<file path="src/rtl/pic_cmd_pkg.sv">
package pic_cmd_pkg;

  localparam int BYTE_W = 8;
  localparam int LINE_W = $clog2(BYTE_W);

  typedef enum logic [1:0] {
    SEQ_IDLE = 2'd0,
    SEQ_VEC  = 2'd1,
    SEQ_CASC = 2'd2,
    SEQ_MODE = 2'd3
  } seq_state_e;

  typedef enum logic [1:0] {
    CMD_INIT  = 2'd0,
    CMD_EOI   = 2'd1,
    CMD_RDSEL = 2'd2
  } cmd_kind_e;

  localparam logic [2:0] EOI_NONSPEC = 3'd1;
  localparam logic [2:0] EOI_SPEC    = 3'd3;

  // Class of a byte written to address 0.
  function automatic cmd_kind_e classify(input logic [BYTE_W-1:0] b);
    if (b[4])      return CMD_INIT;
    else if (!b[3]) return CMD_EOI;
    else           return CMD_RDSEL;
  endfunction

  // {found, index} of the highest set bit.
  function automatic logic [LINE_W:0] top_bit(input logic [BYTE_W-1:0] v);
    logic [LINE_W:0] r;
    r = '0;
    for (int i = 0; i < BYTE_W; i++) begin
      if (v[i]) r = {1'b1, LINE_W'(i)};
    end
    return r;
  endfunction

  // Vector base keeps only the bits above the line index.
  function automatic logic [BYTE_W-1:0] base_of(input logic [BYTE_W-1:0] b);
    return {b[BYTE_W-1:LINE_W], {LINE_W{1'b0}}};
  endfunction

endpackage

</file>
<file path="src/rtl/pic_init_seq.sv">
module pic_init_seq
  import pic_cmd_pkg::*;
#(
  parameter bit IS_MASTER = 1'b1
) (
  input  logic              clk,
  input  logic              rst_n,
  input  logic              wr_en,
  input  logic              addr,
  input  logic [BYTE_W-1:0] wdata,
  output logic              seq_idle,
  output logic              mask_clear,
  output logic              edge_mode,
  output logic              single_mode,
  output logic [BYTE_W-1:0] vec_base,
  output logic [BYTE_W-1:0] cascade_map,
  output logic              auto_eoi
);

  seq_state_e        state_q;
  logic              want_mode_q;
  logic [BYTE_W-1:0] casc_next;
  logic              cfg_wr;

  assign mask_clear = wr_en && !addr && (classify(wdata) == CMD_INIT);
  assign cfg_wr     = wr_en && addr;
  assign seq_idle   = (state_q == SEQ_IDLE);

  generate
    if (IS_MASTER) begin : g_master
      assign casc_next = wdata;
    end else begin : g_slave
      assign casc_next = {{(BYTE_W-LINE_W){1'b0}}, wdata[LINE_W-1:0]};
    end
  endgenerate

  always_ff @(posedge clk or negedge rst_n) begin
    if (!rst_n) begin
      state_q     <= SEQ_IDLE;
      want_mode_q <= 1'b0;
      edge_mode   <= 1'b0;
      single_mode <= 1'b0;
      vec_base    <= '0;
      cascade_map <= '0;
      auto_eoi    <= 1'b0;
    end else if (mask_clear) begin
      edge_mode   <= wdata[3];
      single_mode <= wdata[1];
      want_mode_q <= wdata[0];
      if (!wdata[0]) auto_eoi <= 1'b0;
      state_q     <= SEQ_VEC;
    end else if (cfg_wr) begin
      unique case (state_q)
        SEQ_VEC: begin
          vec_base <= base_of(wdata);
          if (single_mode) begin
            cascade_map <= '0;
            state_q     <= SEQ_IDLE;
          end else begin
            state_q <= SEQ_CASC;
          end
        end
        SEQ_CASC: begin
          cascade_map <= casc_next;
          state_q     <= want_mode_q ? SEQ_MODE : SEQ_IDLE;
        end
        SEQ_MODE: begin
          auto_eoi <= wdata[1];
          state_q  <= SEQ_IDLE;
        end
        default: ;
      endcase
    end
  end

  AST_SINGLE_NO_CASC: assert property (@(posedge clk) disable iff (!rst_n)
    single_mode |-> (state_q != SEQ_CASC));
  AST_MODE_NEEDS_REQ: assert property (@(posedge clk) disable iff (!rst_n)
    (state_q == SEQ_MODE) |-> want_mode_q);
  AST_NO_MODE_AUTO_OFF: assert property (@(posedge clk) disable iff (!rst_n)
    (mask_clear && !wdata[0]) |=> !auto_eoi);
  AST_OPEN_ARMS_VEC: assert property (@(posedge clk) disable iff (!rst_n)
    mask_clear |=> (state_q == SEQ_VEC));

endmodule

</file>
<file path="src/rtl/pic_ocw_decode.sv">
module pic_ocw_decode
  import pic_cmd_pkg::*;
(
  input  logic              clk,
  input  logic              rst_n,
  input  logic              wr_en,
  input  logic              addr,
  input  logic [BYTE_W-1:0] wdata,
  input  logic              seq_idle,
  input  logic              mask_clear,
  input  logic [BYTE_W-1:0] isr_in,
  output logic [BYTE_W-1:0] mask_q,
  output logic              rd_sel_irr,
  output logic              eoi_valid,
  output logic [LINE_W-1:0] eoi_line
);

  cmd_kind_e       kind;
  logic [2:0]      code;
  logic [LINE_W:0] isr_top;
  logic            cmd_wr;
  logic            eoi_fire;
  logic [LINE_W-1:0] eoi_pick;

  assign kind    = classify(wdata);
  assign code    = wdata[7:5];
  assign isr_top = top_bit(isr_in);
  assign cmd_wr  = wr_en && !addr;

  always_comb begin
    eoi_fire = 1'b0;
    eoi_pick = wdata[LINE_W-1:0];
    if (cmd_wr && kind == CMD_EOI) begin
      if (code == EOI_SPEC) begin
        eoi_fire = 1'b1;
      end else if (code == EOI_NONSPEC) begin
        eoi_fire = isr_top[LINE_W];
        eoi_pick = isr_top[LINE_W-1:0];
      end
    end
  end

  always_ff @(posedge clk or negedge rst_n) begin
    if (!rst_n) begin
      mask_q     <= '0;
      rd_sel_irr <= 1'b1;
      eoi_valid  <= 1'b0;
      eoi_line   <= '0;
    end else begin
      if (mask_clear)
        mask_q <= '0;
      else if (wr_en && addr && seq_idle)
        mask_q <= wdata;
      if (cmd_wr && kind == CMD_RDSEL && wdata[1])
        rd_sel_irr <= wdata[0];
      eoi_valid <= eoi_fire;
      if (eoi_fire) eoi_line <= eoi_pick;
    end
  end

  AST_OPEN_CLEARS_MASK: assert property (@(posedge clk) disable iff (!rst_n)
    mask_clear |=> (mask_q == '0));
  AST_MASK_HELD_IN_SETUP: assert property (@(posedge clk) disable iff (!rst_n)
    (!seq_idle && !mask_clear) |=> $stable(mask_q));
  AST_EOI_FROM_CMD: assert property (@(posedge clk) disable iff (!rst_n)
    $rose(eoi_valid) |-> $past(wr_en && !addr));
  AST_NONSPEC_NEEDS_ISR: assert property (@(posedge clk) disable iff (!rst_n)
    (eoi_valid && $past(wdata[7:5] == EOI_NONSPEC && !wdata[4] && !wdata[3]))
      |-> ($past(isr_in) != '0));
  AST_RDSEL_HOLD: assert property (@(posedge clk) disable iff (!rst_n)
    (cmd_wr && !wdata[4] && wdata[3] && !wdata[1]) |=> $stable(rd_sel_irr));

endmodule

</file>
<file path="src/rtl/pic_cmd_decoder.sv">
module pic_cmd_decoder
  import pic_cmd_pkg::*;
#(
  parameter bit IS_MASTER = 1'b1
) (
  input  logic       clk,
  input  logic       rst_n,
  input  logic       wr_en,
  input  logic       addr,
  input  logic [7:0] wdata,
  input  logic [7:0] irr_in,
  input  logic [7:0] isr_in,
  output logic [7:0] rd_data,
  output logic [7:0] mask_q,
  output logic       edge_mode,
  output logic       single_mode,
  output logic [7:0] vec_base,
  output logic [7:0] cascade_map,
  output logic       auto_eoi,
  output logic       rd_sel_irr,
  output logic       eoi_valid,
  output logic [2:0] eoi_line
);

  // Events between the two halves, named for the assertions.
  logic seq_idle;
  logic mask_clear;

  pic_init_seq #(.IS_MASTER(IS_MASTER)) u_seq (
    .clk         (clk),
    .rst_n       (rst_n),
    .wr_en       (wr_en),
    .addr        (addr),
    .wdata       (wdata),
    .seq_idle    (seq_idle),
    .mask_clear  (mask_clear),
    .edge_mode   (edge_mode),
    .single_mode (single_mode),
    .vec_base    (vec_base),
    .cascade_map (cascade_map),
    .auto_eoi    (auto_eoi)
  );

  pic_ocw_decode u_ocw (
    .clk        (clk),
    .rst_n      (rst_n),
    .wr_en      (wr_en),
    .addr       (addr),
    .wdata      (wdata),
    .seq_idle   (seq_idle),
    .mask_clear (mask_clear),
    .isr_in     (isr_in),
    .mask_q     (mask_q),
    .rd_sel_irr (rd_sel_irr),
    .eoi_valid  (eoi_valid),
    .eoi_line   (eoi_line)
  );

  always_comb begin
    if (addr)            rd_data = mask_q;
    else if (rd_sel_irr) rd_data = irr_in;
    else                 rd_data = isr_in;
  end

  AST_SETUP_VEC_FROM_OPEN: assert property (@(posedge clk) disable iff (!rst_n)
    $fell(seq_idle) |-> $past(mask_clear));

endmodule

</file>
<file path="config.mk">
export PLATFORM = sky130hd
export DESIGN_NAME = pic_cmd_decoder
export DESIGN_NICKNAME = d
export VERILOG_FILES = /design/src/rtl/pic_cmd_pkg.sv /design/src/rtl/pic_init_seq.sv /design/src/rtl/pic_ocw_decode.sv /design/src/rtl/pic_cmd_decoder.sv
export SDC_FILE = /design/constraint.sdc
export NUM_CORES = 1
export LEC_CHECK = 0
export ABC_AREA = 1
export BUFFER_PORTS_ARGS = -buffer_cell sky130_fd_sc_hd__buf_2
export CAP_MARGIN = 0
export CORE_MARGIN = 4
export CORE_UTILIZATION = 35
export CTS_CLUSTER_DIAMETER = 80
export DETAILED_ROUTE_END_ITERATION = 7
export HOLD_SLACK_MARGIN = 0.03
export MAX_ROUTING_LAYER = met4
export PLACE_DENSITY = 0.6
export SLEW_MARGIN = 20
export SYNTH_ARGS = -nofsm -noshare
export SYNTH_HDL_FRONTEND = slang
export SYNTH_SLANG_ARGS = --single-unit
export TNS_END_PERCENT = 30
</file>
<file path="constraint.sdc">
create_clock -name clk -period 1.5 [get_ports clk]
set_input_delay 0 -clock clk [delete_from_list [all_inputs] [get_ports clk]]
set_output_delay 0 -clock clk [all_outputs]
set_load 0.1 [all_outputs]
</file>
Yosys cells after proc, flatten, opt, wreduce, memory -nomap -nowiden
Cells that the tools add are included.
- bitwise logic cells: 1
- reduce and logical (&&, ||, !) cells: 19
- mux-type cells: 31
- equal/unequal tests: 9
- operators with widths (operator ; count):
    two-way mux 8 bit ; 5
    two-way mux 4 bit ; 8
    case mux 8 bit (2 select lines) ; 1
    two-way mux 2 bit ; 6
    two-way mux 3 bit ; 3
    nonzero test 2 bit ; 4
    logical AND 1 bit ; 7
    two-way mux 1 bit ; 7
    == test 2 bit (second input constant) ; 3
    case mux 2 bit (3 select lines) ; 1
    AND reduction 3 bit ; 2
    == test 2 x 1 -> 1 bit (second input constant) ; 2
    logical NOT 2 bit ; 2
    AND reduction 4 bit ; 1
    nonzero test 4 bit ; 1
    == test 3 x 1 -> 1 bit (second input constant) ; 1
    == test 3 x 2 -> 1 bit (second input constant) ; 1
    inequality test 2 x 1 -> 1 bit (second input constant) ; 1
    inequality test 2 bit (second input constant) ; 1
    AND reduction 2 bit ; 1
    logical NOT 1 bit ; 1
    NOT 1 bit ; 1
- output and inout bits: 40
- register bits after elaboration: 32

Longest topological paths before layout
Gate-level depths: netlist of the first run.
- word-level depth: 11
- mapped depth: 8

Cells and area by module
From an unflattened synthesis of the first run, not the netlist that was laid out.
- cells, all modules: 249
- area total of the unflattened synthesis: 1816.7 um^2
- modules (own cells, without submodules) (module ; cells each ; sequential area each (um^2) ; area an instance (um^2) ; times used):
    pic_init_seq ; 98 ; 475.5 ; 860.8 ; 1
    pic_ocw_decode ; 91 ; 326.6 ; 715.7 ; 1
    pic_cmd_decoder ; 60 ; 0.0 ; 240.2 ; 1

Worst setup path before layout of the first run
OpenSTA, ideal clock, no wires.
- path type: register to output
- start point: register u_ocw.mask_q[0]
- end point: output rd_data[0]
- arrival: 3.169 ns
- slack: -1.669 ns
- path buffers: 0
- stages on the path, launching flop included: 3
- cells stage by stage: dfrtp_1 > inv_1 > o21ai_0
- word-level cells in the longest chain between the ends: 1
- ends and longest elaborated chain (what ; RTL line ; text):
    start, declared ; pic_ocw_decode.sv:12 ; output logic [BYTE_W-1:0] mask_q,
    start signal, assigned ; pic_ocw_decode.sv:53 ; mask_q <= wdata;
    two-way mux 8 bit ; pic_cmd_decoder.sv:60 ; if (addr) rd_data = mask_q;
    end, declared ; pic_cmd_decoder.sv:13 ; output logic [7:0] rd_data,
No other way between the ends.

Final worst setup path of the first run
- start point: register u_ocw.rd_sel_irr
- end point: output rd_data[6]
- word-level cells in the longest chain between the ends: 2
- ends and longest elaborated chain (what ; RTL line ; text):
    start, declared ; pic_ocw_decode.sv:13 ; output logic rd_sel_irr,
    start signal, assigned ; pic_ocw_decode.sv:55 ; rd_sel_irr <= wdata[0];
    two-way mux 8 bit ; pic_cmd_decoder.sv:61 ; else if (rd_sel_irr) rd_data = irr_in;
    two-way mux 8 bit ; pic_cmd_decoder.sv:60 ;
No other way between the ends.

==> results of run 1 <==
synth_stat cells (2+ instances only):
cell type and n:
o21ai_0 35, a21oi_1 2, nand3_1 11, inv_1 39, nand2_2 3, o22ai_1 8
buf_2 4, nor2_1 13, o21ai_1 2, nand2_1 55, buf_4 3, inv_2 2
dfrtp_1 31, ha_1 4
flip-flops by register name, indices dropped and copies added (netlist names):
signal / flops
u_seq.auto_eoi: 1
u_ocw.eoi_valid: 1
u_seq.cascade_map: 8
u_seq.single_mode: 1
u_seq.edge_mode: 1
u_seq.want_mode_q: 1
u_ocw.mask_q: 8
u_ocw.rd_sel_irr: 1
u_ocw.eoi_line: 3
u_seq.vec_base: 5
u_seq.state_q: 2
cell type report:
class / instances / area [um2]
clock buffer: 8 / 90.1
tap: 54 / 67.6
sequential: 32 / 812
inverter: 41 / 154
timing repair buffer: 82 / 621
fill: 445 / 2140
multi-input combinational: 142 / 803
routing by layer:
layer | GRT usage | vias to the layer above | part of all wire
li1 | - | 854 | -
met1 | 0.218 | 761 | 0.47
met2 | 0.271 | 58 | 0.45
met3 | 0.0476 | 7 | 0.067
met4 | 0.0534 | 0 | 0.015
met5 | - | - | 0
metrics by stage:
step	setup TNS (ns)	cells	area (um2)	util	power, uW
global placement	0	338	2290	0.487	4980
finish	-0.297	359	2550	0.543	5780
floorplan	-0.790	225	1810	-	4250
global route	-1.18	359	2550	0.543	6050
detailed placement	0	338	2290	0.487	5000
CTS	-0.375	359	2520	0.537	5790
timing repair:
action	in CTS	in global routing
pin swaps	1	0
endpoints found under the setup margin	8	16
endpoints found under the hold margin	42	0
resized for setup	10	11
setup buffers	3	0
hold buffers	10	0
worst max-delay path: stages (launching register included):
cell	delay (ns)
dfstp_4	0.65
buf_6	0.13
nand2_2	0.04
o21ai_1	0.07
nand2_1	0.10
o21ai_4	0.10
buf_12	0.19
cell families (layout without fill, tap and decap cells):
| family | Yosys count | after routing |
|---|---|---|
| DFF | 32 | 32 |
| AOI/OAI and AO/OA | 50 | 50 |
| other | 1 | 3 |
| and+or+nand+nor | 85 | 85 |
| buffers and inverters | 51 | 131 |
| adders and majority gates | 4 | 4 |
final timing paths:
kind / to / cells after the start / slack (ns) / from
max in group asynchronous: u_seq.single_mode$_DFFE_PN0P_ / 2 / 0.71 / rst_n
min reg2reg: u_seq.edge_mode$_DFFE_PN0P_ / 2 / 0.48 / u_seq.edge_mode$_DFFE_PN0P_
max reg2reg: u_seq.cascade_map[3]$_DFFE_PN0P_ / 6 / 0.11 / u_seq.state_q[0]$_DFFE_PN0P_
min in group asynchronous: u_ocw.eoi_line[1]$_DFFE_PN0P_ / 2 / 0.30 / rst_n
min: u_ocw.eoi_line[0]$_DFFE_PN0P_ / 6 / 0.10 / isr_in[6]
max: rd_data[6] / 6 / -0.06 / u_ocw.rd_sel_irr$_DFFE_PN1P_
cell usage in the layout (no fill, tap or decap), types with 6 or more instances in the layout:
| master | instances |
|---|---|
| buf_12 | 9 |
| buf_2 | 56 |
| clkbuf_8 | 6 |
| dfrtp_1 | 26 |
| dlygate4sd3_1 | 10 |
| inv_1 | 39 |
| nand2_1 | 48 |
| nand2_2 | 10 |
| nand3_1 | 11 |
| nor2_1 | 13 |
| o21ai_0 | 20 |
| o21ai_1 | 6 |
| o21ai_4 | 8 |
| o22ai_1 | 8 |
where the power goes:
part           internal (uW)  leakage (uW)  switching [uW]  total, uW
clock                    374     0.0000455             312        686
combinational            800      0.000887            2990       3790
sequential              1150      0.000408             151       1300
total                   2320       0.00134            3460       5780
==> qor.yml, run 1 <==
clock_skew_ns: 0.00647
overflow: 0
cts_root_buffer: "clkbuf_8"
ios: 68
die-area_um2: 6020
io_buffers: 64
drive_gt1_frac: 0.357
grt_first_pass_wirelength_mm: 8.05
period_share: 1.04
cts.clk_slew.worst_paths_ns: 0.06
synth-xor-area-share: 0
start_util: 0.361
dr.first_iter.drc_count: 40
numClockSinks: 32
vias: 1680
layout_min_cycle_time_ns: 1.56
slew_headroom: 0.534
synth-compound-area-share: 0.163
maxSlewViolCount: 0
diodes: 0
cts_buffers: 5
finalHoldViolCount: 0
violations: "negative setup slack"
yosysSeqAreaShare: 0.473
antenna_found_initial: 0
viasPerCell: 4.68
yosys.area.top_type: "dfrtp_1"
p_leak_uw: 0.00134
area_delta_synth_final_pct: 50.4
hpwl_mm: 3.50
die_h_um: 77.6
wl_per_cell_um: 13.1
worstMarginPinSlew_ns: 0.699
fmax_mhz: 642
grt_max_degree: 33
ys_warn_count: 0
synth-simple-area-share: 0.205
worstSkewPairLatency_ns: 0.29
hold_ws_ns: 0.101
synth_edf_count: 0
gp_congestion: 0.741
required_ns: 1.50
end_kind: "primary output"
path_class: "reg -> out"
status: "complete, but fails checks"
synth_area_leaders: "dfrtp_1 (46%), nand2_1 (12%), o21ai_0 (10%)"
grt_pass1_vias: 1688
fin_nets: 336
cts_tree: "yes"
clockBufferDepth: 2
grt_usage: 0.173
ys_ff_latch: 32
rsz0062_at_grt: "yes"
wirelength_mm: 4.70
dieWidth_um: 77.6
synth_ff_type: "dfrtp_1"
synthCells: 223
drc_errors: 0
core_um2: 4690
rows: 25
ir_drop_mv: 1.19
critPathLaunchType: "flip-flop"
synth_cell_type_count: 25
worst_slack_ns: -0.0574
synth_top_family_by_area: "simple AND/OR/NAND/NOR gates"
hp-class: "in -> reg"
arrival_ns: 1.56
p_per_area_nw_per_um2: 2270
syn_area_um2: 1690
async_flop_share: 1.00
first_pass_iters: 4
max-cap-violations: 0
setup_viol: 9
htree_levels: 2
synthMuxAreaShare: 0
synth_adder_area_share: 0.0295
ant_nets: 0
cp_max_fo: 5
dp_worst_setup_slack_ns: 0.0941
synth_top_area_frac: 0.458
avgSynthCellArea_um2: 7.60
Note: power is estimated with default switching activity, not from simulation.
==> run 2: changes to the inputs <==
CORE_MARGIN = default   (was 4)
==> run 2 against run 1 <==
Effect of this change: the flow still finishes with violations (negative setup slack); setup slack improved by 0.00084 ns; clock power hardly changed; routed wire length down 3.2%; design area up 0.44%; fmax about the same; sequential share of layout area is 0.14 points lower; count of clock-buffer cells in the layout shrank 2; critical path type unchanged; largest cell class unchanged.
==> qor.yml, run 2 (synthesis gave the netlist of run 1 again) <==
violations: "negative setup slack"
start_util: 0.376  # +0.0150
cts_tree: "yes"
drc_errors: 0  # unchanged
worstMarginPinSlew_ns: 0.721  # +0.0214 ns
p_per_area_nw_per_um2: 2260  # -0.25%
setup_viol: 8  # -1
clockBufferDepth: 2  # unchanged
p_int_uw: 2320  # +0.16%
area_delta_synth_final_pct: 51.0
core_um2: 4500  # -4.0%
maxSlewViolCount: 0  # unchanged
worstSkewPairLatency_ns: 0.28  # about the same
antenna_found_initial: 0  # unchanged
critPathSlowestCell: "dfstp_4"
placed_area_um2: 2280  # -0.11%
p_leak_uw: 0.00135  # +0.90%
final_common_cell: "buf_2"
period_share: 1.04  # about the same
worst_slack_ns: -0.0566  # +0.000844 ns
dp_worst_setup_slack_ns: 0.0934  # -0.000738 ns
rsz0062_at_grt: "yes"
first_pass_iters: 4  # unchanged
fmax_mhz: 642  # about the same
dr.first_iter.drc_count: 61  # +53%
reg_top3: "u_ocw.mask_q: 8 flops, u_seq.cascade_map: 8 flops, u_seq.vec_base: 5 flops"
status: "complete, but fails checks"
gp_congestion: 0.763  # +2.9%
arrival_ns: 1.56  # about the same
grt_pass1_vias: 1651  # -2.2%
ant_nets: 0  # unchanged
cpPeakStageDelay_ns: 0.65  # about the same
grt_usage: 0.203  # +0.0298
hpwl_mm: 3.29  # -6.0%
ir_drop_mv: 1.21  # +1.1%
p_seq_frac: 0.225  # about the same
rows: 24  # -4.0%
power_uw: 5790  # +0.19%
fin_area_um2: 2560  # +0.44%
numClockSinks: 32  # unchanged
end_kind: "primary output"
fin_nets: 337  # +0.30%
overflow: 0  # unchanged
ios: 68  # unchanged
postLayoutCoreUtil: 0.568  # +0.0251
clock_skew_ns: 0.00615  # -0.000324 ns
cts_buffers: 5  # unchanged
viasPerCell: 4.65  # -0.56%
grt_max_degree: 33  # unchanged
p_switching_uw: 3460  # +0.21%
htree_levels: 2  # unchanged
wirelength_mm: 4.55  # -3.2%
grt_first_pass_wirelength_mm: 7.76  # -3.5%
pwr-share-comb: 0.657  # about the same
dieWidth_um: 71.6  # -7.7%
cp_max_fo: 5  # unchanged
drive_gt1_frac: 0.369  # +0.0119
switching_share: 0.598  # about the same
vias: 1666  # -0.83%
die-area_um2: 5120  # -15%
final_cell_mix: "buf_2 (55), nand2_1 (49), inv_1 (38), dfrtp_1 (26), o21ai_0 (19)"
io_buffers: 64  # unchanged
die_h_um: 71.6  # -7.7%
path_class: "reg -> out"
hp-class: "in -> reg"
required_ns: 1.50  # about the same
cts.clk_slew.worst_paths_ns: 0.07  # about the same
crit_chain: "buf_6 -> buf_4 -> o21ai_2 -> nand2_1 -> o21ai_4 -> buf_12"
diodes: 0  # unchanged
cts_root_buffer: "clkbuf_8"
layout_min_cycle_time_ns: 1.56  # -0.000844 ns
wl_per_cell_um: 12.7  # -2.9%
slew_headroom: 0.520  # -0.0142
finalHoldViolCount: 0  # unchanged
pwr-share-clk: 0.119  # about the same
max-cap-violations: 0  # unchanged
critPathLaunchType: "flip-flop"
==> run 2: cell types whose count changed in the layout (fill, tap and decap cells not counted), sizes merged <==
cell | before | now
buf | 72 | 73
clkbuf | 8 | 6
clkinv | 0 | 2
==> run 2: through the flow <==
stage,TNS [ns],hold WS (ns),std cells
after floorplan,-0.790,-0.296,225
after global placement,0,0.0999,336
after detailed placement,0,0.107,336
after CTS,-0.468,0.0962,357
after global routing,-0.956,0.145,358
final,-0.324,0.115,358
==> run 2: critical path, delay by kind of cell (launching register included) <==
kind                   cells  cell delay, ns
flip-flops                 1            0.65
AND/OR/NAND/NOR            1            0.09
buffers and inverters      3            0.40
AO/OA/AOI/OAI              2            0.13
==> run 2: layer usage <==
metal,routed length [um],track usage
met3,328,0.0492
met5,0,-
met2,2050,0.314
met1,2100,0.265
met4,63,0.0588
==> run 2: path summary, 6_finish.rpt <==
check	cells after the start	startpoint	slack (ns)	endpoint
worst max-delay path	6	u_ocw.rd_sel_irr$_DFFE_PN1P_	-0.06	rd_data[6]
worst min-delay path	6	isr_in[6]	0.11	u_ocw.eoi_line[0]$_DFFE_PN0P_
worst max register to register	6	u_seq.state_q[0]$_DFFE_PN0P_	0.09	u_seq.cascade_map[5]$_DFFE_PN0P_
worst min register to register	2	u_ocw.eoi_line[2]$_DFFE_PN0P_	0.48	u_ocw.eoi_line[2]$_DFFE_PN0P_
max in group asynchronous	2	rst_n	0.68	u_ocw.mask_q[4]$_DFFE_PN0P_
min in group asynchronous	2	rst_n	0.31	u_seq.state_q[0]$_DFFE_PN0P_
==> run 2: power groups by stage <==
stage	logic, uW	registers [uW]	clock network, uW
after global routing	3980	1340	742
after floorplan	1210	3030	0
after CTS	3780	1290	708
after global placement	3630	1320	0
after detailed placement	3660	1320	0
final	3800	1300	686
==> run 2: layout make-up <==
type	instances	area, um2
repair buffers	83	631
fillers	426	1950
multi-input cells	142	805
clock inverters	2	10.0
inverters	41	154
well taps	52	65.1
clock buffers	6	82.6
flip-flops and latches	32	812
==> run 2: repair_timing <==
item                       4_1_cts  5_1_grt
pin swaps                        0        0
resized for setup               14       10
buffers inserted                 3        1
hold buffers                    10        0
hold endpoints to repair        42        0
setup endpoints to repair        8       16
==> run 3: changes to the inputs <==
GPL_TIMING_DRIVEN = 0   (was default)
PLACE_DENSITY = default   (was 0.6)
==> run 3 against run 2 <==
Effect of this change: the run still ends with negative setup slack left; first-iteration DRC count down 43%; register-to-register slack about the same; clock power up 6.4%; cell count up 1.1%; sequential share of layout area about the same; critical path type unchanged; critical endpoint is now rd_data[2].
==> qor.yml, run 3 (synthesis gave the netlist of run 1 again) <==
status: "complete, but fails checks"
violations: "negative setup slack"
switching_share: 0.591  # -0.00788
cp_max_fo: 6  # +1
cts_root_buffer: "clkbuf_8"
overflow: 0  # unchanged
reg2reg_to: "u_seq.state_q[0]$_DFFE_PN0P_"
ant_nets: 0  # unchanged
numClockSinks: 32  # unchanged
final_cell_mix: "buf_2 (59), nand2_1 (51), inv_1 (38), dfrtp_1 (26), o21ai_0 (18)"
crit_cells: 6  # unchanged
max-cap-violations: 0  # unchanged
placed_area_um2: 2190  # -3.9%
path_class: "reg -> out"
grt_first_pass_wirelength_mm: 7.16  # -7.8%
cp-endpoint: "rd_data[2]"
crit_chain: "buf_6 -> nand2_2 -> o21ai_1 -> nand2_1 -> o21ai_4 -> buf_12"
worst_slack_ns: -0.0706  # -0.0140 ns
final_common_cell: "buf_2"
r2r_slack_ns: 0.10  # about the same
multi_input_area_um2: 792  # -1.6%
fin_nets: 341  # +1.2%
hpwl_mm: 3.25  # -1.2%
first_pass_iters: 4  # unchanged
worstSkewPairLatency_ns: 0.29  # about the same
worstSetupStartpoint: "u_ocw.rd_sel_irr$_DFFE_PN1P_"
setup_viol: 7  # -1
ir_drop_mv: 1.33  # +9.9%
layout_min_cycle_time_ns: 1.57  # +0.0140 ns
area_delta_synth_final_pct: 51.3
vias: 1669  # +0.18%
fmax_mhz: 637  # -0.89%
critPathLaunchType: "flip-flop"
core_um2: 4500  # unchanged
io_buffers: 64  # unchanged
critPathSlowestCell: "dfstp_4"
power_uw: 5850  # +0.99%
ios: 68  # unchanged
worstMarginPinSlew_ns: 0.715  # -0.00605 ns
wirelength_mm: 4.49  # -1.3%
p_int_uw: 2390  # +3.0%
reg_top3: "u_ocw.mask_q: 8 flops, u_seq.cascade_map: 8 flops, u_seq.vec_base: 5 flops"
htree_levels: 2  # unchanged
grt_pass1_vias: 1556  # -5.8%
fin_area_um2: 2560  # +0.15%
p_switching_uw: 3450  # -0.34%
p_per_area_nw_per_um2: 2280  # +0.84%
end_kind: "primary output"
pwr-share-clk: 0.125  # +0.006
clockBufferDepth: 2  # unchanged
arrival_ns: 1.57  # about the same
r2r-start: "u_seq.state_q[0]$_DFFE_PN0P_"
maxSlewViolCount: 0  # unchanged
drive_gt1_frac: 0.361  # -0.00799
rows: 24  # unchanged
p_seq_frac: 0.222  # -0.003
crit_family: "flip-flops"
finalHoldViolCount: 0  # unchanged
clock_skew_ns: 0.00653  # +0.000379 ns
setup_tns_ns: -0.320  # +0.00409 ns
seqCellArea_um2: 812  # unchanged
ff2ff_path_depth: 7  # +1
drc_errors: 0  # unchanged
period_share: 1.05  # +0.00934
die-area_um2: 5120  # unchanged
fillers: 425  # -0.23%
rsz0062_at_grt: "yes"
cts_tree: "yes"
die_h_um: 71.6  # unchanged
wl_per_cell_um: 12.4  # -2.4%
start_util: 0.376  # unchanged
hp-class: "in -> reg"
dr.first_iter.drc_count: 35  # -43%
slew_headroom: 0.524  # +0.00403
grt_usage: 0.189  # -0.0138
dp_cells: 341  # +1.5%
gp_congestion: 0.771  # +1.2%
fin_cells: 362  # +1.1%
pwr-share-comb: 0.653  # -0.004
grt_max_degree: 33  # unchanged
cpPeakStageDelay_ns: 0.66  # about the same
required_ns: 1.50  # about the same
dieWidth_um: 71.6  # unchanged
hold_ws_ns: 0.0296  # -0.0850 ns
diodes: 0  # unchanged
critPathBufInv: 2  # -1
antenna_found_initial: 0  # unchanged
p_leak_uw: 0.00136  # +0.73%
viasPerCell: 4.61  # -0.93%
cts.clk_slew.worst_paths_ns: 0.07  # about the same
cts_buffers: 5  # unchanged
[run 3: tightest hold or removal path, stage by stage]
cell and delay (ns):
buf_2 0.08, nor2_1 0.04, nand2_1 0.05, nand2_1 0.06, nand2_1 0.05
[run 3: timing repair]
| item | CTS | global route |
|---|---|---|
| gates cloned | 1 | 0 |
| setup endpoints to repair | 9 | 13 |
| setup buffers | 2 | 2 |
| endpoints found under the hold margin | 41 | 0 |
| gates resized for setup | 43 | 14 |
| pin swaps | 0 | 3 |
| hold buffers | 9 | 0 |
[run 3: stage by stage]
stage,utilization,worst slack [ns]
floorplan,-,-0.198
CTS,0.560,-0.0634
detailed placement,0.487,-0.272
global placement,0.487,-0.250
global route,0.569,-0.128
finish,0.569,-0.0706
[run 3: power groups by stage]
| stage | sequential, uW | combinational, uW | clock, uW |
|---|---|---|---|
| final | 1300 | 3820 | 730 |
| after CTS | 1300 | 3730 | 746 |
| after floorplan | 3030 | 1210 | 0 |
| after detailed placement | 1300 | 3470 | 0 |
| after global placement | 1300 | 3450 | 0 |
| after global routing | 1330 | 3970 | 790 |
[run 3: layout make-up]
cell class / instances / share of cell area
Sequential cell: 32 / 0.317
Multi-Input combinational cell: 142 / 0.309
Clock buffer: 8 / 0.0391
Timing Repair Buffer: 78 / 0.222
Tap cell: 52 / 0.0254
Inverter: 41 / 0.0601
Buffer: 9 / 0.0273
[run 3: worst min path at each step]
| stage | from | end | slack, ns | cells after the start |
|---|---|---|---|---|
| floorplan | rst_n | u_ocw.eoi_line[0]$_DFFE_PN0P_ | -0.30 | 0 |
| global route | isr_in[7] | u_ocw.eoi_line[0]$_DFFE_PN0P_ | 0.06 | 5 |
| global placement | rst_n | u_seq.state_q[0]$_DFFE_PN0P_ | 0.10 | 1 |
| detailed placement | rst_n | u_seq.cascade_map[1]$_DFFE_PN0P_ | 0.1 | 1 |
| CTS | isr_in[7] | u_ocw.eoi_line[0]$_DFFE_PN0P_ | 0.03 | 5 |
| finish | isr_in[7] | u_ocw.eoi_line[0]$_DFFE_PN0P_ | 0.03 | 5 |
[run 3: per-layer routing]
layer / global-route usage / routed length [um] / vias up
met5: - / 0 / -
met1: 0.241 / 2110 / 739
li1: - / - / 865
met2: 0.291 / 2040 / 60
met4: 0.0588 / 38 / 0
met3: 0.0549 / 298 / 5
